## config.mk

```make
export PLATFORM = sky130hd
export DESIGN_NAME = gpio_irq_wake_ctrl
export DESIGN_NICKNAME = d
export VERILOG_FILES = /design/src/rtl/gpio_irq_pkg.sv /design/src/rtl/gpio_irq_cfg_bank.sv /design/src/rtl/gpio_irq_detect.sv /design/src/rtl/gpio_irq_status_bank.sv /design/src/rtl/gpio_irq_wake_ctrl.sv
export SDC_FILE = /design/constraint.sdc
export NUM_CORES = 2
export LEC_CHECK = 0
export BUFFER_PORTS_ARGS = -buffer_cell sky130_fd_sc_hd__buf_4
export CORE_MARGIN = 2
export CORE_UTILIZATION = 45
export DETAILED_ROUTE_END_ITERATION = 8
export PLACE_DENSITY_LB_ADDON = 0.2
export SYNTH_ARGS = -nofsm -noshare
export SYNTH_HDL_FRONTEND = slang
export SYNTH_SLANG_ARGS = --single-unit
```

## constraint.sdc

```tcl
create_clock -name clk -period 3.2 [get_ports clk]
set_input_delay 0.16 -clock clk [delete_from_list [all_inputs] [get_ports clk]]
set_output_delay 0.16 -clock clk [all_outputs]
set_load 0.1 [all_outputs]
```

## src/rtl/gpio_irq_pkg.sv

```systemverilog
package gpio_irq_pkg;
  localparam int ADDR_W = 12;
  localparam int WORD_W = 32;

  // register index: configuration fields first, then the two status words
  localparam int F_RISE  = 0;
  localparam int F_FALL  = 1;
  localparam int F_LVL   = 2;
  localparam int F_POL   = 3;
  localparam int F_MASK  = 4;
  localparam int F_WMASK = 5;
  localparam int F_STAT  = 6;
  localparam int F_WSTAT = 7;
  localparam int NCFG    = 6;
  localparam int NREG    = 8;

  typedef struct packed {
    logic [WORD_W-1:0] wmask;
    logic [WORD_W-1:0] mask;
    logic [WORD_W-1:0] pol;
    logic [WORD_W-1:0] lvl;
    logic [WORD_W-1:0] fall;
    logic [WORD_W-1:0] rise;
  } bank_cfg_t;

  function automatic int reg_base(input int f);
    case (f)
      F_RISE:  return 'h064;
      F_FALL:  return 'h07C;
      F_LVL:   return 'h300;
      F_POL:   return 'h318;
      F_MASK:  return 'h0AC;
      F_WMASK: return 'h400;
      F_STAT:  return 'h0C4;
      default: return 'h418;
    endcase
  endfunction

  // bits of bank b that map to real pins
  function automatic logic [WORD_W-1:0] bank_valid(input int n_pins, input int b);
    int rem;
    rem = n_pins - b * WORD_W;
    if (rem >= WORD_W) return '1;
    return (WORD_W'(1) << rem) - WORD_W'(1);
  endfunction
endpackage

```

## src/rtl/gpio_irq_cfg_bank.sv

```systemverilog
module gpio_irq_cfg_bank
  import gpio_irq_pkg::*;
#(
  parameter logic [WORD_W-1:0] VALID = '1
) (
  input  logic                 clk,
  input  logic                 rst,
  input  logic [NCFG-1:0]      we,
  input  logic [WORD_W-1:0]    wdata,
  output bank_cfg_t            cfg
);
  logic [NCFG-1:0][WORD_W-1:0] q;

  for (genvar f = 0; f < NCFG; f++) begin : g_field
    always_ff @(posedge clk) begin
      if (rst)        q[f] <= '0;
      else if (we[f]) q[f] <= wdata & VALID;
    end
  end

  assign cfg.rise  = q[F_RISE];
  assign cfg.fall  = q[F_FALL];
  assign cfg.lvl   = q[F_LVL];
  assign cfg.pol   = q[F_POL];
  assign cfg.mask  = q[F_MASK];
  assign cfg.wmask = q[F_WMASK];
endmodule

```

## src/rtl/gpio_irq_detect.sv

```systemverilog
module gpio_irq_detect
  import gpio_irq_pkg::*;
(
  input  logic              clk,
  input  logic [WORD_W-1:0] pin,
  input  bank_cfg_t         cfg,
  output logic [WORD_W-1:0] evt
);
  logic [WORD_W-1:0] prev;

  // one-clock history; no reset needed, status is held in reset meanwhile
  always_ff @(posedge clk) prev <= pin;

  for (genvar i = 0; i < WORD_W; i++) begin : g_pin
    logic edge_hit, lvl_hit;
    assign edge_hit = (cfg.rise[i] & pin[i] & ~prev[i]) |
                      (cfg.fall[i] & ~pin[i] & prev[i]);
    assign lvl_hit  = pin[i] ^ cfg.pol[i];
    assign evt[i]   = cfg.lvl[i] ? lvl_hit : edge_hit;
  end
endmodule

```

## src/rtl/gpio_irq_status_bank.sv

```systemverilog
module gpio_irq_status_bank
  import gpio_irq_pkg::*;
(
  input  logic              clk,
  input  logic              rst,
  input  logic [WORD_W-1:0] evt,
  input  logic [WORD_W-1:0] wmask,
  input  logic [WORD_W-1:0] clr_stat,
  input  logic [WORD_W-1:0] clr_wake,
  output logic [WORD_W-1:0] stat,
  output logic [WORD_W-1:0] wstat
);
  // a new event wins over a clear in the same cycle
  always_ff @(posedge clk) begin
    if (rst) begin
      stat  <= '0;
      wstat <= '0;
    end else begin
      stat  <= (stat  & ~clr_stat) | evt;
      wstat <= (wstat & ~clr_wake) | (evt & wmask);
    end
  end
endmodule

```

## src/rtl/gpio_irq_wake_ctrl.sv

```systemverilog
module gpio_irq_wake_ctrl
  import gpio_irq_pkg::*;
#(
  parameter int NUM_PINS = 64
) (
  input  logic                clk,
  input  logic                rst,
  input  logic [NUM_PINS-1:0] pin_in,
  input  logic                bus_wr,
  input  logic                bus_rd,
  input  logic [ADDR_W-1:0]   bus_addr,
  input  logic [WORD_W-1:0]   bus_wdata,
  output logic [WORD_W-1:0]   bus_rdata,
  output logic                irq_out,
  output logic                wake_out
);
  localparam int NBANK = (NUM_PINS + WORD_W - 1) / WORD_W;
  localparam int PADW  = NBANK * WORD_W;

  logic [PADW-1:0]                       pin_pad;
  logic [NBANK-1:0][NREG-1:0]            hit;
  logic [NBANK-1:0][NREG-1:0][WORD_W-1:0] regview;
  logic [PADW-1:0]                       stat_flat, wstat_flat, mask_flat, wmask_flat;
  logic [WORD_W-1:0]                     rd_mux;

  assign pin_pad = PADW'(pin_in);

  for (genvar b = 0; b < NBANK; b++) begin : g_bank
    bank_cfg_t         cfg;
    logic [WORD_W-1:0] evt, stat, wstat, clr_s, clr_w;

    for (genvar f = 0; f < NREG; f++) begin : g_dec
      assign hit[b][f] = (bus_addr == ADDR_W'(reg_base(f) + 4 * b));
    end

    gpio_irq_cfg_bank #(.VALID(bank_valid(NUM_PINS, b))) u_cfg (
      .clk   (clk),
      .rst   (rst),
      .we    (bus_wr ? hit[b][NCFG-1:0] : '0),
      .wdata (bus_wdata),
      .cfg   (cfg)
    );

    gpio_irq_detect u_det (
      .clk (clk),
      .pin (pin_pad[b*WORD_W +: WORD_W]),
      .cfg (cfg),
      .evt (evt)
    );

    assign clr_s = (bus_wr && hit[b][F_STAT])  ? bus_wdata : '0;
    assign clr_w = (bus_wr && hit[b][F_WSTAT]) ? bus_wdata : '0;

    gpio_irq_status_bank u_sts (
      .clk      (clk),
      .rst      (rst),
      .evt      (evt),
      .wmask    (cfg.wmask),
      .clr_stat (clr_s),
      .clr_wake (clr_w),
      .stat     (stat),
      .wstat    (wstat)
    );

    assign regview[b] = {wstat, stat, cfg.wmask, cfg.mask, cfg.pol,
                         cfg.lvl, cfg.fall, cfg.rise};

    assign stat_flat [b*WORD_W +: WORD_W] = stat;
    assign wstat_flat[b*WORD_W +: WORD_W] = wstat;
    assign mask_flat [b*WORD_W +: WORD_W] = cfg.mask;
    assign wmask_flat[b*WORD_W +: WORD_W] = cfg.wmask;
  end

  always_comb begin
    rd_mux = '0;
    for (int b = 0; b < NBANK; b++)
      for (int f = 0; f < NREG; f++)
        if (hit[b][f]) rd_mux = regview[b][f];
  end

  always_ff @(posedge clk) begin
    if (rst) begin
      bus_rdata <= '0;
      irq_out   <= 1'b0;
      wake_out  <= 1'b0;
    end else begin
      irq_out  <= |(stat_flat & mask_flat);
      wake_out <= |wstat_flat;
      if (bus_rd) bus_rdata <= rd_mux;
    end
  end
endmodule

```

After elaboration in Yosys (flattened, before gate mapping). Index checks and enable logic that the tools add are counted.

Equality and inequality tests: 16. Muxes and demuxes: 86. Bitwise logic cells: 527. Reduce and logical (&&, ||, !) cells: 6.

Operator list (number): 32-bit 2-to-1 mux (20); 1-bit AND (256); 32-bit AND (6); 1-bit inverter (128); 32-bit inverter (4); 32-bit bitwise OR (4); 64-bit OR reduction (2); 64-bit AND (1); 1-bit 2-to-1 mux (64); 1-bit bitwise OR (64); 1-bit bitwise XOR (64); 12-bit by 8-bit equality test with 1-bit output (second input constant) (5); 12-bit by 10-bit equality test with 1-bit output (second input constant) (4); 12-bit by 11-bit equality test with 1-bit output (second input constant) (4); 12-bit by 7-bit equality test with 1-bit output (second input constant) (3); 6-bit 2-to-1 mux (2); 1-bit logical AND (4).

Flip-flop bits (word level): 610. Input bits: 112. Output and inout port bits: 34. Logic and storage cells: 656.

Logic depth before layout (Yosys ltp).
Depth in word-level cells: 17. Mapped depth: 11. Depth with buffers taken out: 7.

Modules after synthesis. From an unflattened synthesis, not the netlist that was laid out.

Cells, all modules: 3023. Area total of the unflattened synthesis: 29281.8 µm².

Modules (own cells, without submodules): gpio_irq_cfg_bank (instances 2, cells an instance 621, area each 7018.0 µm², seq. area each 3843.7 µm²); gpio_irq_wake_ctrl (instances 1, cells an instance 871, area each 6364.9 µm², seq. area each 680.7 µm²); gpio_irq_status_bank (instances 2, cells an instance 263, area each 2598.7 µm², seq. area each 1281.2 µm²); gpio_irq_detect (instances 2, cells an instance 192, area each 1841.8 µm², seq. area each 640.6 µm²).

Worst setup path after synthesis. No wires, ideal clock.

Kind: input -> register. Start: input port bus_addr[6]. End: register bus_rdata[20]. Setup time: 87 ps. Arrival time: 2336 ps. Required time: 3113 ps. Slack: 777 ps. Stages: 11. Path through: buf_2 > or3_1 > buf_2 > or2_2 > clkbuf_1 > nor3_2 > buf_2 > a222oi_1 > o2bb2ai_1 > a311o_1 > o31ai_1.

Word-level cells in the longest chain between the ends: 17.

Ends and longest elaborated chain: start: declaration (line gpio_irq_wake_ctrl.sv:11) `input logic [ADDR_W-1:0] bus_addr,`; 12-bit by 7-bit equality test with 1-bit output (line gpio_irq_wake_ctrl.sv:33) `assign hit[b][f] = (bus_addr == ADDR_W'(reg_base(f) + 4 * b));`; 32-bit 2-to-1 mux (15 in series) (line gpio_irq_wake_ctrl.sv:78) `if (hit[b][f]) rd_mux = regview[b][f];`; 32-bit 2-to-1 mux * (line gpio_irq_wake_ctrl.sv:78); end signal: assignment (line gpio_irq_wake_ctrl.sv:89) `if (bus_rd) bus_rdata <= rd_mux;`; end: declaration (line gpio_irq_wake_ctrl.sv:13) `output logic [WORD_W-1:0] bus_rdata,`.

Every way passes the cells marked *; elsewhere a longest branch is shown, timed or not. A chain may end at the register's enable or synchronous reset.

Final worst setup path.
Start: register g_bank[1].u_sts.stat[26]. End: register irq_out.

Word-level cells in the longest chain between the ends: 2.

Ends and longest elaborated chain: start: declaration (line gpio_irq_status_bank.sv:10) `output logic [WORD_W-1:0] stat,`; start signal: assignment (line gpio_irq_status_bank.sv:19) `stat <= (stat & ~clr_stat) | evt;`; 64-bit AND (line gpio_irq_wake_ctrl.sv:87) `irq_out <= |(stat_flat & mask_flat);`; 64-bit OR reduction (line gpio_irq_wake_ctrl.sv:87); end signal: assignment (line gpio_irq_wake_ctrl.sv:87); end: declaration (line gpio_irq_wake_ctrl.sv:14) `output logic irq_out,`.

Every way passes these cells.

==> out/qor.csv <==
stage,metric,value,unit
status,outcome,finished clean,
placed_design,place_congestion,1.00,
timing,finClkSkew,0.0179,ns
floorplanning,num_rows,89,
synthesis,synth-edff-count,0,
floorplanning,die_x,248,µm
power,power.leakage,10.8,nW
synthesis,synth_xor_area_share,2.08,%
critical_path,required,3.65,ns
floorplanning,start_util,45.6,%
timing,rsz0062_at_grt,no,
critical_path,worst-path-buf-inv,0,
clock_network,hold_buffers,97,
clock_network,clk_pin_slew,0.06,ns
global_routing,grt-ovfl-total,0,
synthesis,synth-async-reset-ratio,0,%
floorplanning,die_h,248,µm
synthesis,synth_top_family_by_area,simple AND/OR/NAND/NOR gates,
hold_path,hp-class,in -> reg,
synthesis,ys_warn_count,0,
critical_path,crit_path_top_delay_cell,a221oi_1,
critical_path,arrival,3.02,ns
timing,setup_tns,0,ns
timing,relSlewSlack,10.4,%
critical_path,crit_chain,a22o_1 > a221oi_1 > nand4_1 > nor4_1 > nor2_1,
critical_path,path_class,reg -> reg,
timing,hold_violations,0,
drt,vias_per_cell,6.18,
synthesis,syn_inst,3566,
synthesis,seq_area_frac_synth,45.4,%
power,vdd_drop_max,0.497,mV
cells_and_area,final_nets,3798,
synthesis,synth_fa_ha_area_share,0,%
job,max_cap_violations,0,
timing,setup-violations-final,0,
cells_and_area,fin_cells,4505,
critical_path,cp_max_fo,3,
critical_path,cp-end-kind,register,
clock_network,cts_resized,0,
synthesis,synth_compound_area_share,23.3,%
floorplanning,core_area,0.0590,mm²
drt,remaining_drc_errors,0,
synthesis,synthesis.area,0.0269,mm²
cells_and_area,most-common-layout-cells,"nand2_1, dfxtp_1, a21oi_1",
drt,wl,113,mm
floorplanning,die-area,0.0617,mm²
power,p_per_area,507,mW/mm²
timing,drv_slew,0,
global_routing,grt.total_usage,35.1,%
timing,tightest_slew,1.34,ns
clock_network,cts_buffers,67,
clock_network,cts_num_sinks,610,
synthesis,synth_cell_types,60,
drt,dr.pass1.iters,6,
critical_path,startpoint_type,register,
drt,num_vias,27800,
placed_design,dp_hpwl,76.6,mm
clock_network,htreeDepth,3,
drt,drtIter0Drc,3626,
clock_network,cts_tree,yes,
critical_path,crit_family,simple AND/OR/NAND/NOR gates,
global_routing,grt_pass1_wl,166,mm
critical_path,cpPeakStageDelay,0.75,ns
timing,min_period_over_period,80.2,%
synthesis,synth_nets,3678,
drt,ant_nets,0,
global_routing,grt_pass1_vias,25600,
synthesis,ys.flop_type,dfxtp_1,
cells_and_area,diodes,0,
global_routing,antenna_found_initial,2,
placed_design,port-buffer-count,145,
cells_and_area,layout_commonest_cell,nand2_1,
clock_network,clk-insertion-delay-late,0.61,ns
placed_design,dpl.cell_count,4293,
synthesis,muxShareOfSynthArea,0,%
cells_and_area,area_growth_syn_to_layout,19.0,%
global_routing,grt_max_degree,140,
floorplanning,io_pins,146,
drt,wl_per_cell,25.0,µm
synthesis,syn_area_per_cell,7.54,µm²
clock_network,postCtsSetupRepairBufs,0,
clock_network,clockBufferDepth,3,
clock_network,root_buffer,clkbuf_16,
timing,fmax,390,MHz
cells_and_area,drive_above_1_share,10.4,%
synthesis,synth_simple_gate_area_share,24.8,%
timing,fin_crit,2.57,ns
synthesis,ys_ff_latch,610,
-- path summary, 6_finish.rpt --
kind                       startpoint                        to  slack [ns]  depth (start not counted)
max          g_bank[1].u_sts.stat[26]                   irq_out        0.63                          5
min                            bus_rd              bus_rdata[8]        0.04                          3
max reg2reg  g_bank[1].u_sts.stat[26]                   irq_out        0.63                          5
min reg2reg  g_bank[0].u_cfg.cfg[134]  g_bank[0].u_cfg.cfg[134]        0.47                          2
-- cell usage after synthesis (5+ instances only) --
cell type  number  area, µm²
nand4_1        20        125
nand2b_1        7       43.8
a311oi_1       15        131
a211o_1         6       52.6
nor4_2          7       87.6
o31ai_1         6       45.0
nor4_4          5        106
buf_1           6       22.5
or4_1          10       75.1
o21ai_1        13       65.1
nand2_1       997       3740
xnor2_1        64        561
a21oi_1       578       2890
nor3_1         14       70.1
o2bb2ai_1       6       52.6
o21ai_0        97        485
clkbuf_1      247        927
a22o_1         21        184
a311o_1         6       60.1
o221ai_1        9       78.8
a22oi_1        89        668
a21boi_0       14        105
a211oi_1       19        143
buf_2          35        175
a221o_1         7       70.1
nand3_1        58        290
a221oi_1       52        455
dfxtp_1       610      12200
nor2_1        304       1140
a222oi_1       34        340
nand3b_1       69        518
o22ai_1        43        269
a31oi_1         6       37.5
nor4_1         41        257
or3_1           5       31.3
-- area by class of cell --
| cell class | count | area, µm² |
|---|---|---|
| timing repair buffer | 345 | 3090 |
| inverter | 2 | 7.51 |
| tap | 773 | 967 |
| clock buffer | 103 | 2020 |
| multi-input combinational | 2660 | 13600 |
| fill | 5649 | 27000 |
| clock inverter | 12 | 96.3 |
| sequential | 610 | 12200 |
-- sequential cells by signal, indices dropped and copies added, names as in the netlist --
register / cells
g_bank.u_det.prev: 64
bus_rdata: 32
g_bank.u_sts.stat: 64
wake_out: 1
irq_out: 1
g_bank.u_cfg.cfg: 384
g_bank.u_sts.wstat: 64
-- metrics by stage --
step                      power [W]  hold WS [ns]  utilization, %  setup WS, ns  area (µm²)
after floorplan             0.00831         0.188               -         0.777       26900
after global placement      0.00865         0.294            49.0         0.315       28900
after detailed placement    0.00865         0.294            49.0         0.295       28900
after CTS                    0.0163        0.0103            54.2         0.903       32000
after global routing         0.0166        0.0567            54.2         0.648       32000
final                        0.0162        0.0358            54.2         0.634       32000
-- power by group --
group | internal (W) | switching, W | total, W | leakage [nW]
logic | 0.000292 | 0.000605 | 0.000897 | 4.77
registers | 0.00766 | 0.0000428 | 0.00770 | 4.94
clock network | 0.00443 | 0.00321 | 0.00763 | 1.05
total | 0.0124 | 0.00385 | 0.0162 | 10.8
-- per-layer routing --
layer	GRT usage (%)	vias up	share of wire, %
met2	55.5	1693	45
met4	19.0	4	6.1
li1	-	12600	-
met1	44.8	13100	38
met3	7.25	390	10
met5	0	-	0.023
-- cells by family after synthesis --
kind of cell | Yosys count
AND/OR/NAND/NOR | 1562
AO/OA/AOI/OAI | 1034
flip-flops | 610
buffers and inverters | 296
XOR/XNOR | 64
-- worst register-to-register path: stages (launching register included) --
cell	delay, ns
dfxtp_1	0.33
a22o_1	0.23
a221oi_1	0.75
nand4_1	0.29
nor4_1	0.74
nor2_1	0.09
No activity file was read; power rests on OpenSTA's default activity.
